==> config.mk <==
export PLATFORM = sky130hd
export DESIGN_NAME = dac_bank
export DESIGN_NICKNAME = d
export VERILOG_FILES = /design/src/rtl/dac_bank_pkg.sv /design/src/rtl/dac_bank_sync.sv /design/src/rtl/dac_bank_chan.sv /design/src/rtl/dac_bank.sv
export SDC_FILE = /design/constraint.sdc
export NUM_CORES = 1
export LEC_CHECK = 0
export BUFFER_PORTS_ARGS = -buffer_cell sky130_fd_sc_hd__clkbuf_2
export CAP_MARGIN = 30
export CORE_MARGIN = 1
export CORE_UTILIZATION = 30
export DETAILED_ROUTE_END_ITERATION = 6
export PLACE_DENSITY = 0.54
export REMOVE_ABC_BUFFERS = 1
export SLEW_MARGIN = 20
export SYNTH_ARGS = -nofsm -noshare
export SYNTH_HDL_FRONTEND = slang
export SYNTH_SLANG_ARGS = --single-unit
==> constraint.sdc <==
create_clock -name clk -period 2.25 [get_ports clk]
set_input_delay 0.1125 -clock clk [delete_from_list [all_inputs] [get_ports clk]]
set_output_delay 0.1125 -clock clk [all_outputs]
set_load 0.02 [all_outputs]
==> src/rtl/dac_bank_pkg.sv <==
package dac_bank_pkg;

    localparam logic [2:0] DSEL_PIN  = 3'b000;
    localparam logic [2:0] DSEL_ZERO = 3'b001;
    localparam logic [2:0] DSEL_MID  = 3'b010;
    localparam logic [2:0] DSEL_FULL = 3'b011;

    typedef struct packed {
        logic [2:0] dsel;
        logic       bypass;
        logic       noclr;
        logic       noldac;
    } chan_cfg_t;

    localparam chan_cfg_t CFG_RESET = '{dsel: DSEL_PIN, bypass: 1'b0, noclr: 1'b0, noldac: 1'b0};

    typedef enum logic [1:0] {
        ACT_HOLD   = 2'd0,
        ACT_CLEAR  = 2'd1,
        ACT_UPDATE = 2'd2
    } chan_act_e;

endpackage

==> src/rtl/dac_bank_sync.sv <==
module dac_bank_sync #(
    parameter int STAGES = 2
) (
    input  logic clk,
    input  logic rst,
    input  logic d,
    output logic q
);
    logic [STAGES-1:0] sh;

    always_ff @(posedge clk) begin
        if (rst) sh <= '0;
        else     sh <= {sh[STAGES-2:0], d};
    end

    assign q = sh[STAGES-1];
endmodule

==> src/rtl/dac_bank_chan.sv <==
module dac_bank_chan
    import dac_bank_pkg::*;
#(
    parameter int W = 12
) (
    input  logic         clk,
    input  logic         rst,
    input  logic         mz,
    input  logic         cfg_we,
    input  chan_cfg_t    cfg_d,
    input  logic         wr_hit,
    input  logic [W-1:0] wr_data,
    input  logic         load_sel,
    input  logic         ldac_act,
    input  logic         clr_act,
    input  logic         gate,
    output logic [W-1:0] out
);
    localparam logic [W-1:0] ZERO_W = '0;
    localparam logic [W-1:0] MID_W  = {1'b1, {(W-1){1'b0}}};
    localparam logic [W-1:0] FULL_W = '1;

    chan_cfg_t    cfg_q;
    logic [W-1:0] code_q, dac_q, dflt_val;
    logic         dirty_q, clr_eff, ldac_eff, load_eff;
    chan_act_e    act;

    always_comb begin
        case (cfg_q.dsel)
            DSEL_PIN:  dflt_val = mz ? MID_W : ZERO_W;
            DSEL_ZERO: dflt_val = ZERO_W;
            DSEL_MID:  dflt_val = MID_W;
            DSEL_FULL: dflt_val = FULL_W;
            default:   dflt_val = ZERO_W;
        endcase
    end

    assign clr_eff  = clr_act & ~cfg_q.noclr;
    assign ldac_eff = ldac_act & ~cfg_q.noldac;
    assign load_eff = ldac_eff | (load_sel & dirty_q);

    always_comb begin
        if (clr_eff)                 act = ACT_CLEAR;
        else if (load_eff || wr_hit) act = ACT_UPDATE;
        else                         act = ACT_HOLD;
    end

    always_ff @(posedge clk) begin
        if (rst) begin
            code_q  <= mz ? MID_W : ZERO_W;
            dac_q   <= mz ? MID_W : ZERO_W;
            dirty_q <= 1'b0;
            cfg_q   <= CFG_RESET;
        end else begin
            if (cfg_we) cfg_q <= cfg_d;
            case (act)
                ACT_CLEAR: begin
                    code_q  <= dflt_val;
                    dac_q   <= dflt_val;
                    dirty_q <= 1'b0;
                end
                ACT_UPDATE: begin
                    if (load_eff) dac_q <= code_q;
                    if (wr_hit) begin
                        code_q  <= wr_data;
                        dirty_q <= 1'b1;
                    end else begin
                        dirty_q <= 1'b0;
                    end
                end
                default: ;
            endcase
        end
    end

    assign out = gate ? dflt_val : (cfg_q.bypass ? code_q : dac_q);

    // a load moves the previous input word to the output word
    assert_load_copy_R3: assert property (@(posedge clk) disable iff (rst)
        (load_eff && !clr_eff) |=> (dac_q == $past(code_q)));
    // a channel that is not pending keeps its output word unless the pin loads or a clear acts
    assert_clean_hold_R3: assert property (@(posedge clk) disable iff (rst)
        (!dirty_q && !ldac_eff && !clr_eff) |=> $stable(dac_q));
    // a channel that ignores the load pin keeps its output word
    assert_ldac_mask_R4: assert property (@(posedge clk) disable iff (rst)
        (ldac_act && cfg_q.noldac && !clr_eff && !(load_sel && dirty_q)) |=> $stable(dac_q));
    // a clear puts the fallback value in both words
    assert_clear_words_R5: assert property (@(posedge clk) disable iff (rst)
        clr_eff |=> (code_q == $past(dflt_val) && dac_q == $past(dflt_val) && !dirty_q));
    // a clear-ignoring channel keeps its input word
    assert_clear_mask_R5: assert property (@(posedge clk) disable iff (rst)
        (clr_act && cfg_q.noclr && !wr_hit) |=> $stable(code_q));
    // the gate leaves the input word alone
    assert_gate_keeps_code_R8: assert property (@(posedge clk) disable iff (rst)
        (gate && !wr_hit && !clr_eff) |=> $stable(code_q));
    // a write always leaves the channel pending
    assert_write_pending_R10: assert property (@(posedge clk) disable iff (rst)
        (wr_hit && !clr_eff) |=> dirty_q);
endmodule

==> src/rtl/dac_bank.sv <==
module dac_bank
    import dac_bank_pkg::*;
#(
    parameter int NCH         = 8,
    parameter int W           = 12,
    parameter int SYNC_STAGES = 2,
    localparam int CHW        = $clog2(NCH)
) (
    input  logic             clk,
    input  logic             rst,
    input  logic             mz_sel,
    input  logic             code_we,
    input  logic [CHW-1:0]   code_ch,
    input  logic [W-1:0]     code_wdata,
    input  logic             load_cmd,
    input  logic [NCH-1:0]   load_mask,
    input  logic             clear_cmd,
    input  logic             cfg_we,
    input  logic [NCH-1:0]   cfg_mask,
    input  logic [2:0]       cfg_dsel,
    input  logic             cfg_bypass,
    input  logic             cfg_noclr,
    input  logic             cfg_noldac,
    input  logic             ldac_pin,
    input  logic             clr_pin,
    input  logic [NCH-1:0]   gate,
    output logic [NCH*W-1:0] dac_out
);
    logic      ldac_s, clr_s, clr_any;
    chan_cfg_t cfg_word;

    dac_bank_sync #(.STAGES(SYNC_STAGES)) u_sync_ldac (
        .clk(clk), .rst(rst), .d(ldac_pin), .q(ldac_s));
    dac_bank_sync #(.STAGES(SYNC_STAGES)) u_sync_clr (
        .clk(clk), .rst(rst), .d(clr_pin), .q(clr_s));

    assign clr_any  = clr_s | clear_cmd;
    assign cfg_word = '{dsel: cfg_dsel, bypass: cfg_bypass, noclr: cfg_noclr, noldac: cfg_noldac};

    for (genvar i = 0; i < NCH; i++) begin : g_chan
        dac_bank_chan #(.W(W)) u_chan (
            .clk      (clk),
            .rst      (rst),
            .mz       (mz_sel),
            .cfg_we   (cfg_we & cfg_mask[i]),
            .cfg_d    (cfg_word),
            .wr_hit   (code_we && (code_ch == CHW'(i))),
            .wr_data  (code_wdata),
            .load_sel (load_cmd & load_mask[i]),
            .ldac_act (ldac_s),
            .clr_act  (clr_any),
            .gate     (gate[i]),
            .out      (dac_out[i*W +: W])
        );
    end
endmodule

# Yosys cells after proc, flatten, opt, wreduce, memory -nomap -nowiden
# Cells that the tools add are included.
[word_totals] mem_bits_ro=0 ramBits=0 word_cells=340 latch_bits=0 out_inout_bits=96 inputBits=54 memories=0 register_bits=252
[op_classes] bitwise_logic=65 shift=0 multipliers=0 n_lt_le_gt_ge=0 div_mod_pow=0 n_reduce_logical=57 n_eq_ne=55 n_addsub=0 n_mux=105
[ops] cell="2-to-1 mux 12 bit" count=49
[ops] cell="case mux 12 bit (2 select lines)" count=16
[ops] cell="case mux 12 bit (3 select lines)" count=8
[ops] cell="== test 3 x 2 -> 1 bit, second input constant" count=18
[ops] cell="!= test 3 x 2 -> 1 bit, second input constant" count=16
[ops] cell="bitwise AND 1 bit" count=40
[ops] cell="2-to-1 mux 2 bit" count=16
[ops] cell="AND reduction 2 bit" count=16
[ops] cell="zero test 3 bit" count=9
[ops] cell="nonzero test 3 bit" count=8
[ops] cell="== test 2 x 1 -> 1 bit, second input constant" count=8
[ops] cell="== test 2 bit, second input constant" count=8
[ops] cell="inverter 1 bit" count=16
[ops] cell="case mux 1 bit (2 select lines)" count=8
[ops] cell="nonzero test 2 bit" count=8
[ops] cell="== test 3 bit, second input constant" count=4
[ops] cell="OR 1 bit" count=9
[ops] cell="logical AND 1 bit" count=8
[ops] cell="logical OR 1 bit" count=8
[ops] cell="2-to-1 mux 1 bit" count=8
[ops] cell="== test 3 x 1 -> 1 bit, second input constant" count=1

# Logic depth before layout (Yosys ltp)
# Gate-level depths: netlist of run 1.
[logic_depth] word_depth=9 mapped_depth=6 depth_no_buf=4

# Hierarchy
# Synthesis of run 1 repeated with hierarchy kept, for this count alone.
[hier_totals] hier_cells=1305 area_unflattened_um2=14231.1
[by_module_without_submodules] mod="dac_bank_chan" instances=8 area_per_inst_um2=1740.4 cells_each=159 seq_area_each_um2=860.8
[by_module_without_submodules] mod="dac_bank" instances=1 area_per_inst_um2=202.7 cells_each=25 seq_area_each_um2=0.0
[by_module_without_submodules] mod="dac_bank_sync" instances=2 area_per_inst_um2=52.6 cells_each=4 seq_area_each_um2=40.0

# Worst setup path after synthesis of run 1
# Ideal clock, no wire load.
[synth_path] path_type="reg-to-reg" startpoint="register u_sync_clr.sh[1]" endpoint="register g_chan[0].u_chan.code_q[0] (enable)" path_slack_ns=0.600 period_less_slack_ns=1.650 path_stages_with_launch=5 required_ns=1.916 setup_ns=0.334 n_path_buf=1 t_arrival_ns=1.316 path_cell_list="dfxtp_1 buf_1 o21bai_1 nor2b_1 nand2_1"
[synth_between] elab_chain_cells=6 word_cells_on_any_way=8 cone_classes="eq/ne: 3; mux: 1; bitwise: 2; reduce/logical: 2"
[synth_lines] element="start, declared" line="dac_bank_sync.sv:9" source="logic [STAGES-1:0] sh;"
[synth_lines] element="start signal, assigned" line="dac_bank_sync.sv:13" source="else sh <= {sh[STAGES-2:0], d};"
[synth_lines] element="OR 1 bit (*)" line="dac_bank.sv:37" source="assign clr_any = clr_s | clear_cmd;"
[synth_lines] element="bitwise AND 1 bit (*)" line="dac_bank_chan.sv:38" source="assign clr_eff = clr_act & ~cfg_q.noclr;"
[synth_lines] element="2-to-1 mux 2 bit (*)" line="dac_bank_chan.sv:43" source="if (clr_eff) act = ACT_CLEAR;"
[synth_lines] element="== test 2 bit or == test 2 x 1 -> 1 bit (tied branches)" line="dac_bank_chan.sv:56" source="case (act)"
[synth_lines] element="!= test 3 x 2 -> 1 bit (no source line) or nonzero test 3 bit (tied branches)"
[synth_lines] element="AND reduction 2 bit (no source line) (*)"
[synth_lines] element="end signal, assigned" line="dac_bank_chan.sv:50" source="code_q <= mz ? MID_W : ZERO_W;"
[synth_lines] element="end signal, assigned" line="dac_bank_chan.sv:58" source="code_q <= dflt_val;"
[synth_lines] element="end signal, assigned" line="dac_bank_chan.sv:65" source="code_q <= wr_data;"
[synth_lines] element="end, declared" line="dac_bank_chan.sv:24" source="logic [W-1:0] code_q, dac_q, dflt_val;"
# Every way passes the cells marked *; elsewhere a longest branch is shown, timed or not.
# A chain may end at the register's enable or synchronous reset.

# Worst setup path in the final report of run 1
[layout_path] startpoint="register g_chan[4].u_chan.cfg_q[4] in the netlist's numbering" endpoint="output port dac_out[58]"
[layout_between] elab_chain_cells=3 word_cells_on_any_way=5 cone_classes="eq/ne: 2; mux: 2; reduce/logical: 1"
[layout_lines] element="start, declared" line="dac_bank_chan.sv:23" source="chan_cfg_t cfg_q;"
[layout_lines] element="start signal, assigned" line="dac_bank_chan.sv:55" source="if (cfg_we) cfg_q <= cfg_d;"
[layout_lines] element="== test 3 x 2 -> 1 bit or zero test 3 bit (tied branches)" line="dac_bank_chan.sv:29" source="case (cfg_q.dsel)"
[layout_lines] element="case mux 12 bit (3 select lines) (*)" line="dac_bank_chan.sv:29"
[layout_lines] element="2-to-1 mux 12 bit (*)" line="dac_bank_chan.sv:76" source="assign out = gate ? dflt_val : (cfg_q.bypass ? code_q : dac_q);"
[layout_lines] element="end, declared" line="dac_bank.sv:27" source="output logic [NCH*W-1:0] dac_out"
# Marks and branches as above.

==> flow_results.xml, run 1 <==
<?xml version="1.0" encoding="UTF-8"?>
<metrics>
  <group name="run_status">
    <metric name="outcome" unit="">complete, no violations</metric>
  </group>
  <group name="clock_tree">
    <metric name="clock_tree_from_tritoncts" unit="">yes</metric>
    <metric name="h-tree-depth" unit="">1</metric>
    <metric name="cts_buffers" unit="">29</metric>
    <metric name="clkLatencyLatePin" unit="ns">0.54</metric>
    <metric name="clock_tree.buffer_depth" unit="">3</metric>
    <metric name="postCtsSetupRepairBufs" unit="">0</metric>
    <metric name="root_buffer" unit="">clkbuf_16</metric>
    <metric name="cts_sinks" unit="">252</metric>
    <metric name="clock_pin_slew_on_the_worst_setup_and_hold_paths" unit="ns">0.06</metric>
  </group>
  <group name="sta">
    <metric name="period_share" unit="%">87.8</metric>
    <metric name="final_hold_viol_count" unit="">0</metric>
    <metric name="actual_slew_at_the_worst_max_slew_pin" unit="ns">0.778</metric>
    <metric name="post_route_hold_slack" unit="ns">0.0530</metric>
    <metric name="timing.max_slew.rel_slack" unit="%">48.0</metric>
    <metric name="setup_viol" unit="">0</metric>
    <metric name="final_max_slew_viol_count" unit="">0</metric>
    <metric name="final.setup_skew" unit="ns">0.00918</metric>
    <metric name="timing.fmax" unit="GHz">0.506</metric>
    <metric name="timing.final.crit_period" unit="ns">1.98</metric>
    <metric name="finalSetupTns" unit="ns">0</metric>
    <metric name="rsz0062_at_grt" unit="">false</metric>
    <metric name="postLayoutSetupSlackWorst" unit="ns">0.274</metric>
  </group>
  <group name="floorplan">
    <metric name="floorplan.initialDensity" unit="%">30.6</metric>
    <metric name="core" unit="sq um">42200</metric>
    <metric name="floorplan.die.width" unit="um">210</metric>
    <metric name="fp.dieArea" unit="sq um">43900</metric>
    <metric name="fp-row-count" unit="">75</metric>
    <metric name="die-height" unit="um">210</metric>
    <metric name="io_pins" unit="">150</metric>
  </group>
  <group name="route">
    <metric name="drt_pass1_iterations" unit="">6</metric>
    <metric name="drc_errors" unit="">0</metric>
    <metric name="met3WireLength" unit="um">2590</metric>
    <metric name="via_count" unit="">10774</metric>
    <metric name="detailedRoute.firstIterationViolations" unit="">1023</metric>
    <metric name="post_drt_wl_per_cell" unit="um">19.3</metric>
    <metric name="routed_via_density" unit="">5.27</metric>
    <metric name="route.final.wire_length" unit="um">39400</metric>
    <metric name="met2RoutedLength" unit="um">18100</metric>
    <metric name="met1_length" unit="um">18000</metric>
    <metric name="remaining_number_of_nets_flagged_by_the_antenna_check_after_routing" unit="">0</metric>
    <metric name="highest-signal-layer" unit="">met5</metric>
  </group>
  <group name="pwr">
    <metric name="worst_ir_drop_vdd" unit="V">0.000667</metric>
    <metric name="switching_share" unit="%">27.0</metric>
    <metric name="share_comb_of_total_power" unit="%">13.9</metric>
    <metric name="p_leak" unit="uW">0.00561</metric>
    <metric name="cellInternalPower" unit="uW">8400</metric>
    <metric name="clkPwrFrac" unit="%">38.5</metric>
    <metric name="sequentialPowerShare" unit="%">47.6</metric>
    <metric name="cell_pwr_density" unit="nW/um^2">755</metric>
    <metric name="total_switching_power" unit="uW">3110</metric>
  </group>
  <group name="place">
    <metric name="dpl.hpwl" unit="um">25600</metric>
    <metric name="gp_congestion" unit="">0.834</metric>
    <metric name="io_buffer_count" unit="">149</metric>
    <metric name="dp_slack" unit="ns">0.337</metric>
  </group>
  <group name="synthesis">
    <metric name="distinct_cell_type_count_of_the_synthesized_netlist" unit="">30</metric>
    <metric name="synth.yosys.seq_area_share" unit="%">53.9</metric>
    <metric name="syn_area" unit="sq um">12900</metric>
    <metric name="synth-seq-cells" unit="">252</metric>
    <metric name="avgSynthCellArea" unit="sq um">9.50</metric>
    <metric name="synth.yosys.warnings" unit="">0</metric>
    <metric name="postSynthCellCount" unit="">1360</metric>
  </group>
  <group name="critical_path">
    <metric name="worst-r2r-cell-count" unit="">4</metric>
    <metric name="worst-setup-path-type" unit="">flop to output pin</metric>
    <metric name="type_of_origin_of_the_critical_path" unit="">flop</metric>
    <metric name="timing.critical_path.to_type" unit="">output pin</metric>
    <metric name="worst-endpoint-required" unit="ns">2.14</metric>
    <metric name="cp_cell_sequence" unit="">nand2_1 &gt; o21a_1 &gt; nor2_1 &gt; clkbuf_2</metric>
    <metric name="cp_max_fo" unit="">11</metric>
    <metric name="worst_path_largest_cell_delay" unit="ns">0.40</metric>
    <metric name="cp.arrival" unit="ns">1.86</metric>
    <metric name="critical-path-slowest-cell" unit="">dfxtp_1</metric>
  </group>
  <group name="global_route">
    <metric name="grt_pass1_vias" unit="">10154</metric>
    <metric name="remaining_global_route_overflow" unit="">0</metric>
    <metric name="grt_first_pass_wirelength" unit="um">60000</metric>
    <metric name="track_usage" unit="%">17.5</metric>
    <metric name="grt_antenna_before_repair" unit="">2</metric>
    <metric name="grt_start_max_net_pins" unit="">46</metric>
  </group>
  <group name="layout">
    <metric name="regArea" unit="sq um">6970</metric>
    <metric name="post_route_cells_drive_above_1_share" unit="%">17.6</metric>
    <metric name="fill_cells" unit="">4259</metric>
    <metric name="area_of_the_multi_input_gates" unit="sq um">5310</metric>
    <metric name="area_delta_synth_final" unit="%">18.0</metric>
    <metric name="finalNetCount" unit="">1537</metric>
  </group>
  <group name="flow_run">
    <metric name="maxCapViolations" unit="">0</metric>
  </group>
  <group name="min_path">
    <metric name="timing.hold.worst.class" unit="">primary input to flop</metric>
    <metric name="hold_path_depth" unit="">3</metric>
  </group>
</metrics>
==> final cells by class <==
cell class,count,share of cell area [%]
Multi-Input combinational cell,965,34.8
Clock inverter,20,0.944
Sequential cell,252,45.7
Clock buffer,32,4.83
Tap cell,539,4.42
Timing Repair Buffer,226,9.04
Antenna cell,1,0.0164
Inverter,9,0.222
==> worst paths after layout <==
| check | slack (ns) | to | from |
|---|---|---|---|
| setup reg to reg | 0.29 | g_chan[5].u_chan.dac_q[9]$_SDFFCE_PP0P_ | u_sync_clr.sh[1]$_SDFF_PP0_ |
| hold reg to reg | 0.45 | g_chan[7].u_chan.cfg_q[0]$_SDFFE_PP0P_ | g_chan[7].u_chan.cfg_q[0]$_SDFFE_PP0P_ |
| hold / removal | 0.05 | g_chan[1].u_chan.cfg_q[5]$_SDFFE_PP0P_ | cfg_dsel[2] |
| setup / recovery | 0.27 | dac_out[58] | g_chan[4].u_chan.cfg_q[4]$_SDFFE_PP0P_ |
==> cell families (layout without fill, tap and decap cells) <==
group	after synthesis	in the layout	synth area share, %
buffers and inverters	143	287	4.98
and+or+nand+nor	565	565	22.3
other	0	1	0
DFF	252	252	53.9
AOI/OAI and AO/OA	400	400	18.8
==> cells in the mapped netlist <==
| cell type | n | area share, % |
|---|---|---|
| o21ba_2 | 8 | 0.62 |
| nand3_2 | 6 | 0.46 |
| clkbuf_1 | 80 | 2.3 |
| buf_6 | 10 | 0.87 |
| a21boi_0 | 8 | 0.46 |
| a211oi_1 | 104 | 6.0 |
| nand3_4 | 1 | 0.14 |
| buf_1 | 21 | 0.61 |
| edfxtp_1 | 192 | 45 |
| o21bai_1 | 16 | 0.93 |
| a31oi_1 | 16 | 0.77 |
| a21oi_1 | 232 | 9.0 |
| and2_1 | 9 | 0.44 |
| nor2b_1 | 117 | 5.7 |
| nand4bb_1 | 3 | 0.26 |
| dfxtp_1 | 60 | 9.3 |
| clkbuf_4 | 1 | 0.058 |
| nand4b_1 | 3 | 0.20 |
| nand2b_1 | 8 | 0.39 |
| nand4_1 | 1 | 0.048 |
| nand2_1 | 88 | 2.6 |
| a211o_2 | 1 | 0.077 |
| buf_2 | 22 | 0.85 |
| a211o_1 | 7 | 0.47 |
| nor2_1 | 88 | 2.6 |
| and2b_1 | 7 | 0.41 |
| or4b_4 | 1 | 0.11 |
| inv_1 | 9 | 0.26 |
| nand3_1 | 233 | 9.0 |
| o21a_1 | 8 | 0.46 |
==> per-stage QoR <==
| step | util, % | total power, uW | instance area (sq um) | instances |
|---|---|---|---|---|
| finish | 36.1 | 11500 | 15200 | 2044 |
| global route | 36.1 | 11900 | 15200 | 2044 |
| CTS | 36.1 | 11600 | 15200 | 2043 |
| detailed placement | 33.6 | 7150 | 14200 | 1972 |
| global placement | 33.6 | 7130 | 14200 | 1972 |
| floorplan | - | 6380 | 12300 | 1226 |
==> placed cells by master, fill, tap and decap left out, drive strengths merged <==
| cell type | instances |
|---|---|
| a31oi | 16 |
| a211oi | 104 |
| nand2 | 88 |
| nor2b | 117 |
| dfxtp | 60 |
| nand4b | 3 |
| nor2 | 88 |
| inv | 9 |
| dlygate4sd3 | 19 |
| and2b | 7 |
| a21oi | 232 |
| and2 | 9 |
| nand2b | 8 |
| a211o | 8 |
| clkbuf | 180 |
| nand4 | 1 |
| o21bai | 16 |
| nand4bb | 3 |
| clkinv | 16 |
| buf | 59 |
| nand3 | 240 |
| diode | 1 |
| clkinvlp | 2 |
| a21boi | 8 |
| edfxtp | 192 |
| or4b | 1 |
| o21ba | 8 |
| bufinv | 2 |
| o21a | 8 |
==> repair_timing <==
action                                 in CTS  in global routing
gates resized for setup                     0                  1
hold buffers                               19                  0
endpoints found under the hold margin      50                  0
setup endpoints to repair                   0                  3
==> sequential cells by signal (all words and copies together), names as in the netlist <==
| name | cells |
|---|---|
| g_chan.u_chan.code_q | 96 |
| u_sync_clr.sh | 2 |
| g_chan.u_chan.dirty_q | 8 |
| g_chan.u_chan.cfg_q | 48 |
| u_sync_ldac.sh | 2 |
| g_chan.u_chan.dac_q | 96 |
==> per-layer routing <==
metal  up-vias  GRT usage, %
met5         -             0
met4         2          3.35
met3        43          2.48
met2       365          27.9
met1      5137          25.3
li1       5227             -
==> power groups by stage <==
| stage | sequential, uW | clock [uW] | combinational [uW] |
|---|---|---|---|
| floorplan | 5540 | 0 | 842 |
| global placement | 5570 | 0 | 1560 |
| detailed placement | 5580 | 0 | 1580 |
| CTS | 5480 | 4520 | 1610 |
| global route | 5510 | 4680 | 1750 |
| finish | 5480 | 4430 | 1600 |
==> critical path: cells and delay by family, from the launching register on <==
kind            cells  cell delay, ns
buf+inv             1            0.22
simple gates        2            0.37
flops               1            0.40
compound gates      1            0.34
(Power assumes the default switching activity.)
==> inputs of run 2 (changes only) <==
Settings changed: ABC_AREA from default to 1, CORE_UTILIZATION 30 to 45, PLACE_DENSITY 0.54 to 0.71.
==> run 2 against run 1 <==
Net effect:
- cell count fell by 6.6%
- synthesized cell count rose by 5.7%
- maximum frequency fell by 8.9%
- register-to-register slack improved by 0.13 ns
- global-route usage rose by 6.2 points
- wire length fell by 11%
- clock power fell by 8.6%
- clock skew rose by 0.0038 ns
- first-iteration DRC count rose by 15%
- power fell by 2.3%
==> flow_results.xml, run 2 <==
<?xml version="1.0" encoding="UTF-8"?>
<metrics>
  <group name="route">
    <metric name="detailedRoute.firstIterationViolations" unit="">1180</metric>
    <metric name="post_drt_wl_per_cell" unit="um">18.3</metric>
    <metric name="route.final.wire_length" unit="um">35000</metric>
    <metric name="routed_via_density" unit="">5.61</metric>
    <metric name="drt_pass1_iterations" unit="">5</metric>
    <metric name="remaining_number_of_nets_flagged_by_the_antenna_check_after_routing" unit="">0</metric>
    <metric name="drc_errors" unit="">0</metric>
    <metric name="via_count" unit="">10705</metric>
  </group>
  <group name="synthesis">
    <metric name="yosys.area.top_type_share" unit="%">44.9</metric>
    <metric name="synth-seq-cells" unit="">252</metric>
    <metric name="postSynthCellCount" unit="">1437</metric>
    <metric name="top_cell_type_by_total_area_after_synthesis" unit="">edfxtp_1</metric>
    <metric name="synth_enable_flop_cells" unit="">192</metric>
    <metric name="synth.yosys.warnings" unit="">0</metric>
    <metric name="synth.cells.most_frequent" unit="">nor2_1, a21oi_1, nand2_1</metric>
    <metric name="async_flop_share" unit="%">0</metric>
    <metric name="synth_area_leaders" unit="">edfxtp_1, dfxtp_1, a21oi_1</metric>
    <metric name="most_frequent_cell_after_synthesis" unit="">nor2_1</metric>
    <metric name="distinct_cell_type_count_of_the_synthesized_netlist" unit="">28</metric>
    <metric name="synth-main-ff-cell" unit="">edfxtp_1</metric>
    <metric name="synth.yosys.seq_area_share" unit="%">54.3</metric>
    <metric name="syn_area" unit="sq um">12800</metric>
    <metric name="avgSynthCellArea" unit="sq um">8.93</metric>
  </group>
  <group name="clock_tree">
    <metric name="root_buffer" unit="">clkbuf_16</metric>
    <metric name="clock_tree_from_tritoncts" unit="">yes</metric>
    <metric name="clock_tree.buffer_depth" unit="">3</metric>
    <metric name="clock_pin_slew_on_the_worst_setup_and_hold_paths" unit="ns">0.06</metric>
    <metric name="cts_sinks" unit="">252</metric>
    <metric name="clkLatencyLatePin" unit="ns">0.53</metric>
    <metric name="h-tree-depth" unit="">1</metric>
    <metric name="cts_buffers" unit="">27</metric>
  </group>
  <group name="flow_run">
    <metric name="maxCapViolations" unit="">0</metric>
  </group>
  <group name="floorplan">
    <metric name="die-height" unit="um">171</metric>
    <metric name="floorplan.initialDensity" unit="%">45.9</metric>
    <metric name="io_pins" unit="">150</metric>
    <metric name="fp.dieArea" unit="sq um">29200</metric>
    <metric name="floorplan.die.width" unit="um">171</metric>
    <metric name="core" unit="sq um">27900</metric>
    <metric name="fp-row-count" unit="">61</metric>
  </group>
  <group name="global_route">
    <metric name="remaining_global_route_overflow" unit="">0</metric>
    <metric name="grt_first_pass_wirelength" unit="um">53700</metric>
    <metric name="track_usage" unit="%">23.7</metric>
    <metric name="grt_pass1_vias" unit="">9819</metric>
    <metric name="grt_start_max_net_pins" unit="">73</metric>
    <metric name="grt_antenna_before_repair" unit="">2</metric>
  </group>
  <group name="sta">
    <metric name="timing.max_slew.rel_slack" unit="%">47.7</metric>
    <metric name="timing.fmax" unit="GHz">0.461</metric>
    <metric name="final_max_slew_viol_count" unit="">0</metric>
    <metric name="actual_slew_at_the_worst_max_slew_pin" unit="ns">0.784</metric>
    <metric name="timing.final.crit_period" unit="ns">2.17</metric>
    <metric name="period_share" unit="%">96.4</metric>
    <metric name="rsz0062_at_grt" unit="">false</metric>
    <metric name="setup_viol" unit="">0</metric>
    <metric name="final.setup_skew" unit="ns">0.0130</metric>
    <metric name="final_hold_viol_count" unit="">0</metric>
  </group>
  <group name="min_path">
    <metric name="timing.hold.worst.class" unit="">primary input to flop</metric>
  </group>
  <group name="critical_path">
    <metric name="worst-setup-path-type" unit="">flop to output pin</metric>
    <metric name="timing.critical_path.to_type" unit="">output pin</metric>
    <metric name="worst-endpoint-required" unit="ns">2.14</metric>
    <metric name="cp.arrival" unit="ns">2.06</metric>
    <metric name="type_of_origin_of_the_critical_path" unit="">flop</metric>
    <metric name="cp_max_fo" unit="">13</metric>
  </group>
  <group name="place">
    <metric name="placedInstanceArea" unit="sq um">13500</metric>
    <metric name="gp_congestion" unit="">0.824</metric>
    <metric name="dpl.hpwl" unit="um">21900</metric>
    <metric name="io_buffer_count" unit="">149</metric>
    <metric name="place_inst" unit="">1855</metric>
  </group>
  <group name="layout">
    <metric name="post_layout_nonfiller_instances" unit="">1909</metric>
    <metric name="top_regs" unit="">g_chan.u_chan.code_q x96, g_chan.u_chan.dac_q x96, g_chan.u_chan.cfg_q x48</metric>
    <metric name="final_common_cell" unit="">nor2_1</metric>
    <metric name="post_route_cells_drive_above_1_share" unit="%">18.4</metric>
    <metric name="area_delta_synth_final" unit="%">12.0</metric>
    <metric name="finalNetCount" unit="">1564</metric>
    <metric name="final_cell_mix" unit="">nor2_1, a21oi_1, nand2_1, edfxtp_1, clkbuf_2</metric>
    <metric name="design_area" unit="sq um">14400</metric>
  </group>
  <group name="run_status">
    <metric name="outcome" unit="">complete, no violations</metric>
  </group>
  <group name="pwr">
    <metric name="p_leak" unit="uW">0.00571</metric>
    <metric name="cell_pwr_density" unit="nW/um^2">782</metric>
    <metric name="worst_ir_drop_vdd" unit="V">0.000472</metric>
  </group>
</metrics>
==> run 2: changes by cell type in the layout (fill, tap and decap cells not counted), sizes merged, moves of 35 or more <==
cell | previous run | this run
nand2 | 88 | 221
a211oi | 104 | 1
inv | 9 | 55
buf | 59 | 24
o31ai | 0 | 96
nand3 | 240 | 146
nor2b | 117 | 0
nor2 | 88 | 241
o21ai | 0 | 48
==> run 2: what timing repair did <==
action                     4_1_cts  5_1_grt
gates resized for setup          5       19
pin swaps                        0        0
hold buffers                     4        0
hold endpoints to repair         3        0
buffers inserted                 0        0
setup endpoints to repair       21       50
==> run 2: logic make-up (layout without fill, tap and decap cells) <==
family,count (synthesis),in the layout,synth area share [%]
simple gates,621,621,21.0
compound gates,370,370,17.0
other cells,0,1,0
flops,252,252,54.3
buf+inv,194,287,7.73
==> run 2: critical path, stage by stage (launching register included) <==
cell	delay (ns)
dfxtp_1	0.44
inv_1	0.36
nor2_1	0.08
o31ai_1	0.40
clkbuf_2	0.25
==> run 2: metrics by stage <==
step	worst slack, ns	power [uW]	setup TNS [ns]	hold WS, ns	utilization [%]
6_report	0.0809	11200	0	0.0192	51.4
4_1_cts	0.00373	11300	0	0.000105	51.2
5_1_grt	0.00950	11600	0	0.0201	51.4
3_5_place_dp	0.449	7260	0	0.320	48.2
2_1_floorplan	-0.0976	6560	-9.37	0.184	-
3_3_place_gp	0.485	7220	0	0.326	48.2
==> run 2: metal layers <==
metal  vias up  global-route usage [%]  wire (um)
li1       5128                       -          -
met3        66                    3.28       2940
met4         2                    7.84       1170
met5         -                       0         13
met1      5020                    32.6      14600
met2       489                    38.7      16300
==> run 2: report_power, final <==
| part | total, uW | switching (uW) | internal [uW] | leakage, uW |
|---|---|---|---|---|
| Clock | 4050 | 1810 | 2240 | 0.000389 |
| Combinational | 1610 | 1160 | 456 | 0.00270 |
| Sequential | 5580 | 183 | 5390 | 0.00263 |
| Total | 11200 | 3160 | 8090 | 0.00571 |
==> run 2: final cells by class <==
type	count	area (sq um)
clock inverter	13	66.3
clock buffer	36	719
multi-input combinational	991	4910
fill	2658	13600
antenna	1	2.50
tap	378	473
sequential	252	6970
inverter	62	256
timing repair buffer	176	965
==> run 2: worst paths after layout <==
check,to,depth (start not counted),slack (ns),start
setup / recovery,dac_out[83],4,0.08,g_chan[6].u_chan.cfg_q[2]$_SDFFE_PP0P_
hold / removal,g_chan[7].u_chan.cfg_q[0]$_SDFFE_PP0P_,3,0.02,cfg_noldac
setup reg to reg,g_chan[6].u_chan.dac_q[4]$_SDFFCE_PP0P_,5,0.42,u_sync_clr.sh[1]$_SDFF_PP0_
hold reg to reg,u_sync_ldac.sh[1]$_SDFF_PP0_,2,0.41,u_sync_ldac.sh[0]$_SDFF_PP0_
==> inputs of run 3 (changes only) <==
Settings changed: CORE_UTILIZATION 45 to 49, CTS_CLUSTER_SIZE from default to 8, PLACE_DENSITY 0.71 to 0.76.
==> run 3 against run 2 <==
Net effect:
- sequential share of layout area is 0.60 points lower
- clock power is 25% higher
- die area is 8.1% lower
- global-route usage up 2.4 points
- sequential power about the same
- setup slack gained 0.033 ns
- register-to-register slack got worse by 0.03 ns
- first-iteration DRC count up 0.93%
==> flow_results.xml, run 3 (synthesis results as in run 2) <==
<?xml version="1.0" encoding="UTF-8"?>
<metrics>
  <group name="route">
    <metric name="remaining_number_of_nets_flagged_by_the_antenna_check_after_routing" unit="">0</metric>
    <metric name="highest-signal-layer" unit="">met5</metric>
    <metric name="route.final.wire_length" unit="um">35000</metric>
    <metric name="via_count" unit="">10899</metric>
    <metric name="met1_length" unit="um">14300</metric>
    <metric name="detailedRoute.firstIterationViolations" unit="">1191</metric>
    <metric name="drt_pass1_iterations" unit="">7</metric>
    <metric name="routed_via_density" unit="">5.81</metric>
    <metric name="met2RoutedLength" unit="um">16400</metric>
    <metric name="post_drt_wl_per_cell" unit="um">18.7</metric>
    <metric name="drc_errors" unit="">0</metric>
    <metric name="met3WireLength" unit="um">2940</metric>
  </group>
  <group name="layout">
    <metric name="design_area" unit="sq um">14500</metric>
    <metric name="final_cell_mix" unit="">nor2_1, a21oi_1, nand2_1</metric>
    <metric name="finalNetCount" unit="">1572</metric>
    <metric name="top_regs" unit="">g_chan.u_chan.code_q x96, g_chan.u_chan.dac_q x96, g_chan.u_chan.cfg_q x48</metric>
    <metric name="area_delta_synth_final" unit="%">13.4</metric>
    <metric name="final_common_cell" unit="">nor2_1</metric>
    <metric name="post_route_cells_drive_above_1_share" unit="%">17.8</metric>
  </group>
  <group name="min_path">
    <metric name="timing.hold.worst.class" unit="">primary input to flop</metric>
    <metric name="hold_path_startpoint" unit="">cfg_noclr</metric>
  </group>
  <group name="clock_tree">
    <metric name="h-tree-depth" unit="">2</metric>
    <metric name="cts_buffers" unit="">37</metric>
    <metric name="clock_pin_slew_on_the_worst_setup_and_hold_paths" unit="ns">0.05</metric>
    <metric name="clock_tree.buffer_depth" unit="">3</metric>
    <metric name="root_buffer" unit="">clkbuf_16</metric>
    <metric name="clock_tree_from_tritoncts" unit="">yes</metric>
    <metric name="cts_sinks" unit="">252</metric>
    <metric name="clkLatencyLatePin" unit="ns">0.50</metric>
  </group>
  <group name="floorplan">
    <metric name="io_pins" unit="">150</metric>
    <metric name="core" unit="sq um">25400</metric>
    <metric name="die-height" unit="um">164</metric>
    <metric name="fp.dieArea" unit="sq um">26800</metric>
    <metric name="fp-row-count" unit="">58</metric>
    <metric name="floorplan.initialDensity" unit="%">50.5</metric>
    <metric name="floorplan.die.width" unit="um">164</metric>
  </group>
  <group name="sta">
    <metric name="actual_slew_at_the_worst_max_slew_pin" unit="ns">0.864</metric>
    <metric name="timing.final.crit_period" unit="ns">2.14</metric>
    <metric name="final_hold_viol_count" unit="">0</metric>
    <metric name="rsz0062_at_grt" unit="">false</metric>
    <metric name="setup_viol" unit="">0</metric>
    <metric name="final_max_slew_viol_count" unit="">0</metric>
    <metric name="timing.max_slew.rel_slack" unit="%">42.4</metric>
    <metric name="final.setup_skew" unit="ns">0.0148</metric>
    <metric name="period_share" unit="%">94.9</metric>
    <metric name="timing.fmax" unit="GHz">0.468</metric>
    <metric name="finalSetupTns" unit="ns">0</metric>
  </group>
  <group name="global_route">
    <metric name="remaining_global_route_overflow" unit="">0</metric>
    <metric name="grt_start_max_net_pins" unit="">178</metric>
    <metric name="track_usage" unit="%">26.1</metric>
    <metric name="grt_pass1_vias" unit="">10079</metric>
    <metric name="grt_first_pass_wirelength" unit="um">54200</metric>
    <metric name="grt_antenna_before_repair" unit="">4</metric>
  </group>
  <group name="place">
    <metric name="dpl.hpwl" unit="um">21200</metric>
    <metric name="gp_congestion" unit="">0.818</metric>
    <metric name="io_buffer_count" unit="">149</metric>
    <metric name="placedInstanceArea" unit="sq um">13400</metric>
  </group>
  <group name="critical_path">
    <metric name="setup_crit_start" unit="">g_chan[4].u_chan.cfg_q[3]$_SDFFE_PP0P_</metric>
    <metric name="worst-endpoint-required" unit="ns">2.14</metric>
    <metric name="worst-setup-path-type" unit="">flop to output pin</metric>
    <metric name="timing.critical_path.to_type" unit="">output pin</metric>
    <metric name="worst_r2r_startpoint" unit="">u_sync_ldac.sh[1]$_SDFF_PP0_</metric>
    <metric name="type_of_origin_of_the_critical_path" unit="">flop</metric>
    <metric name="cp_cell_sequence" unit="">inv_1 &gt; nor3_1 &gt; nand2_2 &gt; o31ai_1 &gt; clkbuf_2</metric>
    <metric name="worst_path_largest_cell_delay" unit="ns">0.45</metric>
    <metric name="cp.arrival" unit="ns">2.02</metric>
    <metric name="critPathBufInv" unit="">2</metric>
    <metric name="cp_top_family" unit="">simple AND/OR/NAND/NOR gates</metric>
    <metric name="cp_max_fo" unit="">11</metric>
    <metric name="critical-path-slowest-cell" unit="">nor3_1</metric>
  </group>
  <group name="pwr">
    <metric name="cell_pwr_density" unit="nW/um^2">843</metric>
    <metric name="p_leak" unit="uW">0.00581</metric>
    <metric name="worst_ir_drop_vdd" unit="V">0.000480</metric>
  </group>
  <group name="run_status">
    <metric name="outcome" unit="">complete, no violations</metric>
  </group>
  <group name="flow_run">
    <metric name="maxCapViolations" unit="">0</metric>
  </group>
</metrics>
run 3: changes by cell type in the layout (fill, tap and decap cells not counted), moves of 3 or more:
cell,before,now
clkinv_2,7,1
buf_4,23,20
clkbuf_1,8,27
clkinv_1,5,0
clkbuf_16,27,38
nor3_1,3,7
nor3_2,5,1
run 3: area by class of cell:
type / count / area, sq um
Fill cell: 2230 / 10900
Sequential cell: 252 / 6970
Multi-Input combinational cell: 991 / 4890
Clock buffer: 65 / 1050
Timing Repair Buffer: 174 / 962
Tap cell: 330 / 413
Inverter: 62 / 256
Antenna cell: 1 / 2.50
run 3: per-layer routing:
| metal | vias up | GRT usage [%] |
|---|---|---|
| met2 | 460 | 41.6 |
| met4 | 2 | 12.1 |
| met3 | 91 | 4.77 |
| li1 | 5143 | - |
| met1 | 5203 | 34.6 |
| met5 | - | 0 |
run 3: path summary, 6_finish.rpt:
kind | slack, ns | cells past startpoint | end
setup reg to reg | 0.39 | 7 | g_chan[6].u_chan.dac_q[7]$_SDFFCE_PP0P_
hold / removal | 0.02 | 3 | g_chan[3].u_chan.cfg_q[1]$_SDFFE_PP0P_
hold reg to reg | 0.40 | 2 | u_sync_ldac.sh[1]$_SDFF_PP0_
setup / recovery | 0.11 | 5 | dac_out[58]
run 3: per-stage QoR:
| step | util (%) | hold WS (ns) | std cells | setup WS, ns | power [uW] |
|---|---|---|---|---|---|
| 2_1_floorplan | - | 0.184 | 1305 | -0.0976 | 6560 |
| 3_3_place_gp | 52.7 | 0.324 | 1804 | 0.504 | 7210 |
| 3_5_place_dp | 52.7 | 0.313 | 1804 | 0.474 | 7250 |
| 4_1_cts | 57.1 | 0.00821 | 1873 | 0.00295 | 12300 |
| 5_1_grt | 57.3 | 0.0443 | 1875 | 0.0207 | 12700 |
| 6_report | 57.3 | 0.0158 | 1875 | 0.114 | 12300 |
run 3: worst register-to-register path, cell delays in order (launching register included):
cell and delay (ns):
dfxtp_1 0.55, nand2_1 0.12, nand2_1 0.09, inv_1 0.08, nand2_4 0.24, nand2_4 0.09, nand2_4 0.26, a21oi_1 0.12
run 3: timing repair:
| action | 4_1_cts | 5_1_grt |
|---|---|---|
| hold buffers | 4 | 0 |
| gates cloned | 0 | 0 |
| gates resized for setup | 1 | 16 |
| pin swaps | 0 | 0 |
| setup endpoints to repair | 2 | 35 |
| setup buffers | 0 | 1 |
| hold endpoints to repair | 5 | 0 |
run 3: power breakdown:
group	internal, uW	switching [uW]	total, uW
Combinational	455	1160	1610
Sequential	5400	182	5580
Clock	3130	1930	5060
